===== src/rtl/dword_line_aligner_pkg.sv =====
package dword_line_aligner_pkg;

  typedef enum logic [2:0] {
    ST_IDLE  = 3'd0,
    ST_RDLO  = 3'd1,
    ST_RDHI  = 3'd2,
    ST_WAIT  = 3'd3,
    ST_RESP  = 3'd4
  } alignState_e;

  // Control to datapath strobes
  typedef struct packed {
    logic captureReq;  // latch address on acceptance
    logic issueLo;     // first line read on the port
    logic issueHi;     // second line read on the port
    logic captureLo;   // first line data is on memRdData
    logic captureHi;   // second line data is on memRdData
  } alignStrb_t;

endpackage


===== src/rtl/dword_line_aligner_ctrl.sv =====
module dword_line_aligner_ctrl
  import dword_line_aligner_pkg::*;
(
  input  logic       clk,
  input  logic       rstN,
  input  logic       reqValid,
  output logic       reqReady,
  output logic       memRdEn,
  output logic       rspValid,
  input  logic       rspReady,
  output alignStrb_t strb
);

  alignState_e state, stateNext;

  always_ff @(posedge clk) begin
    if (!rstN) state <= ST_IDLE;
    else       state <= stateNext;
  end

  always_comb begin
    stateNext = state;
    strb      = '0;
    reqReady  = 1'b0;
    memRdEn   = 1'b0;
    rspValid  = 1'b0;
    unique case (state)
      ST_IDLE: begin
        reqReady = 1'b1;
        if (reqValid) begin
          strb.captureReq = 1'b1;
          stateNext       = ST_RDLO;
        end
      end
      ST_RDLO: begin
        memRdEn      = 1'b1;
        strb.issueLo = 1'b1;
        stateNext    = ST_RDHI;
      end
      ST_RDHI: begin
        memRdEn        = 1'b1;
        strb.issueHi   = 1'b1;
        strb.captureLo = 1'b1;
        stateNext      = ST_WAIT;
      end
      ST_WAIT: begin
        strb.captureHi = 1'b1;
        stateNext      = ST_RESP;
      end
      ST_RESP: begin
        rspValid = 1'b1;
        if (rspReady) stateNext = ST_IDLE;
      end
      default: stateNext = ST_IDLE;
    endcase
  end

  // the second read follows the first on the next cycle
  assert_rd_pair_R3: assert property (@(posedge clk) disable iff (!rstN)
    (memRdEn && strb.issueLo) |=> (memRdEn && strb.issueHi));

  // one idle cycle after the second read, then the response
  assert_rsp_timing_R5: assert property (@(posedge clk) disable iff (!rstN)
    strb.issueHi |=> (!rspValid ##1 rspValid));

  // the response is held until acknowledged
  assert_rsp_hold_R8: assert property (@(posedge clk) disable iff (!rstN)
    (rspValid && !rspReady) |=> rspValid);

  // no acceptance while a response is pending
  assert_busy_gate_R2: assert property (@(posedge clk) disable iff (!rstN)
    rspValid |-> !reqReady);

  // no read strobe outside the two read cycles
  assert_no_stray_read_R9: assert property (@(posedge clk) disable iff (!rstN)
    (reqReady || rspValid) |-> !memRdEn);

endmodule


===== src/rtl/dword_line_aligner_dp.sv =====
module dword_line_aligner_dp
  import dword_line_aligner_pkg::*;
#(
  parameter int ADDR_W     = 12,
  parameter int LINE_BYTES = 16,
  parameter int DATA_W     = 64,
  localparam int OFF_W     = $clog2(LINE_BYTES),
  localparam int LINE_AW   = ADDR_W - OFF_W,
  localparam int LINE_W    = LINE_BYTES * 8
)(
  input  logic               clk,
  input  logic               rstN,
  input  alignStrb_t         strb,
  input  logic [ADDR_W-1:0]  reqAddr,
  output logic [LINE_AW-1:0] memRdLine,
  input  logic [LINE_W-1:0]  memRdData,
  input  logic               rspValid,
  input  logic               rspReady,
  output logic [DATA_W-1:0]  rspData
);

  localparam int LANES  = DATA_W / 8;
  localparam int CAT_B  = 2 * LINE_BYTES;
  localparam int PAT_W  = OFF_W + 1;

  logic [LINE_AW-1:0] baseLine;
  logic [OFF_W-1:0]   byteOffset;
  logic [LINE_W-1:0]  loLine, hiLine;

  always_ff @(posedge clk) begin
    if (!rstN) begin
      baseLine   <= '0;
      byteOffset <= '0;
      loLine     <= '0;
      hiLine     <= '0;
    end else begin
      if (strb.captureReq) begin
        baseLine   <= reqAddr[ADDR_W-1:OFF_W];
        byteOffset <= reqAddr[OFF_W-1:0];
      end
      if (strb.captureLo) loLine <= memRdData;
      if (strb.captureHi) hiLine <= memRdData;
    end
  end

  // Second line index wraps by the natural width of the line address
  assign memRdLine = strb.issueHi ? baseLine + LINE_AW'(1) : baseLine;

  // Byte view of the two-line concatenation, byte 0 = first line byte 0
  logic [7:0] catByte [CAT_B];
  for (genvar j = 0; j < LINE_BYTES; j++) begin : g_cat
    assign catByte[j]              = loLine[LINE_W-1-8*j -: 8];
    assign catByte[j + LINE_BYTES] = hiLine[LINE_W-1-8*j -: 8];
  end

  // Select pattern: offset replicated per lane plus lane index
  logic [PAT_W-1:0] selPat [LANES];
  for (genvar i = 0; i < LANES; i++) begin : g_lane
    assign selPat[i] = {1'b0, byteOffset} + PAT_W'(i);
    assign rspData[DATA_W-1-8*i -: 8] = catByte[selPat[i]];
  end

  // second line index is one above the first, modulo the line count
  assert_line_wrap_R4: assert property (@(posedge clk) disable iff (!rstN)
    strb.issueHi |-> (memRdLine == $past(memRdLine) + LINE_AW'(1)));

  // held response data does not change
  assert_data_stable_R8: assert property (@(posedge clk) disable iff (!rstN)
    (rspValid && !rspReady) |=> $stable(rspData));

  // first line data is captured one cycle after its read
  assert_capture_lo_R3: assert property (@(posedge clk) disable iff (!rstN)
    strb.captureLo |-> $past(strb.issueLo));

  // lane 0 of the pattern is the raw offset
  assert_pattern_base_R6: assert property (@(posedge clk) disable iff (!rstN)
    $rose(rspValid) |-> (selPat[0] == PAT_W'($past(reqAddr[OFF_W-1:0], 4))));

endmodule


===== src/rtl/dword_line_aligner.sv =====
module dword_line_aligner
  import dword_line_aligner_pkg::*;
#(
  parameter int ADDR_W     = 12,
  parameter int LINE_BYTES = 16,
  parameter int DATA_W     = 64,
  localparam int OFF_W     = $clog2(LINE_BYTES),
  localparam int LINE_AW   = ADDR_W - OFF_W,
  localparam int LINE_W    = LINE_BYTES * 8
)(
  input  logic               clk,
  input  logic               rstN,
  input  logic               reqValid,
  output logic               reqReady,
  input  logic [ADDR_W-1:0]  reqAddr,
  output logic               memRdEn,
  output logic [LINE_AW-1:0] memRdLine,
  input  logic [LINE_W-1:0]  memRdData,
  output logic               rspValid,
  input  logic               rspReady,
  output logic [DATA_W-1:0]  rspData
);

  alignStrb_t strb;

  dword_line_aligner_ctrl ctrl_i (
    .clk      (clk),
    .rstN     (rstN),
    .reqValid (reqValid),
    .reqReady (reqReady),
    .memRdEn  (memRdEn),
    .rspValid (rspValid),
    .rspReady (rspReady),
    .strb     (strb)
  );

  dword_line_aligner_dp #(
    .ADDR_W     (ADDR_W),
    .LINE_BYTES (LINE_BYTES),
    .DATA_W     (DATA_W)
  ) dp_i (
    .clk       (clk),
    .rstN      (rstN),
    .strb      (strb),
    .reqAddr   (reqAddr),
    .memRdLine (memRdLine),
    .memRdData (memRdData),
    .rspValid  (rspValid),
    .rspReady  (rspReady),
    .rspData   (rspData)
  );

endmodule


===== config.mk =====
export PLATFORM = sky130hd
export DESIGN_NAME = dword_line_aligner
export DESIGN_NICKNAME = d
export VERILOG_FILES = /design/src/rtl/dword_line_aligner_pkg.sv /design/src/rtl/dword_line_aligner_ctrl.sv /design/src/rtl/dword_line_aligner_dp.sv /design/src/rtl/dword_line_aligner.sv
export SDC_FILE = /design/constraint.sdc
export NUM_CORES = 1
export LEC_CHECK = 0
export BUFFER_PORTS_ARGS = -buffer_cell sky130_fd_sc_hd__buf_2
export CAP_MARGIN = 20
export CORE_MARGIN = 2
export CORE_UTILIZATION = 50
export DETAILED_ROUTE_END_ITERATION = 16
export PLACE_DENSITY = 0.7
export SLEW_MARGIN = 10
export SYNTH_ARGS = -nofsm -noshare
export SYNTH_HDL_FRONTEND = slang
export SYNTH_SLANG_ARGS = --single-unit

===== constraint.sdc =====
create_clock -name clk -period 10.6 [get_ports clk]
set_input_delay 1.06 -clock clk [delete_from_list [all_inputs] [get_ports clk]]
set_output_delay 1.06 -clock clk [all_outputs]
set_load 0.005 [all_outputs]

==> out/metrics.cfg <==
[setup_path]
cp.required_ps = 9540
cp.arrival_ps = 4630
worst-path-buf-inv = 3
path_max_fanout = 54
cp_cell_sequence = inv_1, ha_4, buf_4, mux4_2, nand2_1, a32o_1, a221oi_1, buf_2
critical-path-top-delay-family = buffers and inverters
cp_slowest_cell = ha_4
cp-start-kind = register
setup.worst_path.class = register to primary output
cp_slowest_stage_delay_ps = 810
critPathCaptureType = primary output

[route]
drt-initial-drc-count = 2413
vias = 18520
vias_per_cell = 6.974
post_drt_wl_per_cell_microns = 32.03
postRouteAntennaNets = 0
wl_microns = 85070
drc_errors = 0
drt-pass1-iter-count = 6

[sta]
relSlewSlack_pct = 18.24
fin_crit_sh_pct = 53.69
rsz0062_at_grt = false
finClkSkew_ps = 25.08
drv_slew = 0
fin_tns_setup_ps = 0
setup_viol = 0
fmax_mhz = 175.7
hold_viol = 0
finalCriticalPeriod_ps = 5691
worst_pin_slew_ps = 1222

[logic_synthesis]
netlist_area_sq_um = 20680
seq_area_frac_synth_pct = 26.23
synth_top_area_cell = mux4_2
yosys-top-cells-count = nand2_1 (629), mux4_2 (295), dfxtp_1 (271)
synthDistinctLibCells = 45
synthTopCellsByArea = mux4_2 (32%), dfxtp_1 (26%), nand2_1 (11%)
yosys_warnings = 0
synth_fp_nets = 2170
syn_area_per_cell_sq_um = 10.26
yosysMostFrequentCell = nand2_1
syn_inst = 2016
synth-seq-cells = 271
async_reset_ff_share_pct = 0
synth-edff-count = 0
ys.flop_type = dfxtp_1
synth_top_area_share_pct = 32.12

[die]
die_area_sq_um = 43010
num_rows = 74
core-area_sq_um = 40830
initial_utilization_pct = 50.65
die_y_microns = 207.4
ios = 219
dieWidth_microns = 207.4

[placement]
dp_hpwl_microns = 64050
dpl-instance-area_sq_um = 21870
gp_congestion = 1.057
port_buffers = 218

[cells_and_area]
fillCellCount = 3528
syn_to_final_growth_pct = 10.87
nNetsFinal = 2254
fin_area_sq_um = 22930
antenna_cells = 0
drive_gt1_share_pct = 29.33

[global_route]
grt_max_degree = 151
antenna_found_initial = 0
grt_pass1_vias = 17440
track_usage_pct = 38.82
grt-ovfl-total = 0
grt_pass1_wl_microns = 122500

[clock_tree]
cts-root-buf = clkbuf_16
cts_tree = done
insertion_delay_ps = 600
cts_hold_buffers = 0
h-tree-depth = 1
ctsLongestPathBuffers = 3
path_clk_slew_ps = 70
cts_sinks = 271
cts_setup_buffers = 0
cts_buffers = 30
postCtsResizedCells = 0

[power_and_ir_drop]
total_power_mw = 3.168
total_leakage_power_nw = 7.752
ir_worst_vdd_v = 0.0001393
p_per_area_nw_per_um2 = 138.2

[outcome]
status = complete, no violations

[job]
maxCapViolCount = 0

[worst_hold_path]
worstHoldPathType = register to register

-- sequential cells by signal (all words and copies together) (netlist names) --
register,flops
dp_i.loLine,128
ctrl_i.state,3
dp_i.byteOffset,4
dp_i.hiLine,128
dp_i.baseLine,8
-- path summary, 6_finish.rpt --
check                                        from                               to  slack [ps]  cells past startpoint
setup / recovery  dp_i.byteOffset[0]$_SDFFE_PN0P_                      rspData[16]        4910                      8
hold / removal      dp_i.baseLine[7]$_SDFFE_PN0P_    dp_i.baseLine[7]$_SDFFE_PN0P_         490                      2
setup reg to reg  dp_i.byteOffset[0]$_SDFFE_PN0P_  dp_i.byteOffset[0]$_SDFFE_PN0P_        7780                      4
hold reg to reg     dp_i.baseLine[7]$_SDFFE_PN0P_    dp_i.baseLine[7]$_SDFFE_PN0P_         490                      2
-- layout by cell type, fill, tap and decap left out, types with 3 or more instances in the layout --
cell type and n:
clkbuf_8 6, nand3_1 4, o32ai_1 3, bufinv_16 3, nand2_1 628, o22ai_1 10
o21ai_1 4, inv_1 5, xor2_1 5, a32o_1 16, a21oi_1 9, dfxtp_1 269
a21boi_0 269, a221oi_1 40, xnor2_1 12, nand4_1 4, clkbuf_16 31, buf_2 217
a22o_1 16, clkinv_2 5, mux4_2 295, mux4_1 9, buf_4 22, mux2i_1 142
mux2_2 18, xnor2_2 3, clkbuf_1 5, ha_1 8, nor3_1 9, nor2_1 14
-- power breakdown --
group / switching (mW) / total, mW / internal [mW] / leakage (nW)
combinational: 0.513 / 0.892 / 0.379 / 5.04
clock: 0.459 / 1.11 / 0.653 / 0.515
sequential: 0.0948 / 1.16 / 1.07 / 2.20
total: 1.07 / 3.17 / 2.10 / 7.75
-- kinds of logic (layout without fill, tap and decap cells) --
logic type	after synthesis	after routing	share of synthesized area (%)
AOI/OAI and AO/OA	382	382	14.21
muxes	464	464	41.12
adders and majority gates	10	10	0.6050
and+or+nand+nor	671	671	12.43
buffers and inverters	195	303	4.247
DFF	271	271	26.23
xor gates and xnor gates	23	23	1.156
-- layout make-up --
type	count	area (sq um)	area share (%)
Clock buffer	42	877.1	3.825
Sequential cell	271	5433	23.69
Tap cell	532	665.6	2.903
Multi-Input combinational cell	1550	14460	63.05
Timing Repair Buffer	242	1303	5.680
Clock inverter	14	175.2	0.7639
Inverter	5	18.77	0.08185
-- per-layer routing --
layer	wire length, microns	track usage (%)	vias to the layer above
met4	5278	19.48	0
met2	36950	57.13	1217
met5	0	0	-
met3	11270	13.45	227
li1	-	-	7738
met1	31570	50.96	9341
-- stage by stage --
step                      setup slack (ps)  hold WS (ps)  util (%)  instances
final                                 4909         492.5     56.16       2656
after global routing                  4710         518.0     56.16       2656
after CTS                             4978         493.8     56.14       2655
after detailed placement              5601         484.1     53.56       2599
after global placement                5638         468.8     53.56       2599
after floorplan                       6475         456.1         -       2016
-- worst reg2reg max path, delay by kind of cell, from the launching register on --
| family | cells | cell delay [ps] |
|---|---|---|
| AND/OR/NAND/NOR | 1 | 150 |
| flip-flops | 1 | 730 |
| buffers and inverters | 2 | 1440 |
| AO/OA/AOI/OAI | 1 | 370 |
No activity file was read; power rests on OpenSTA's default activity.
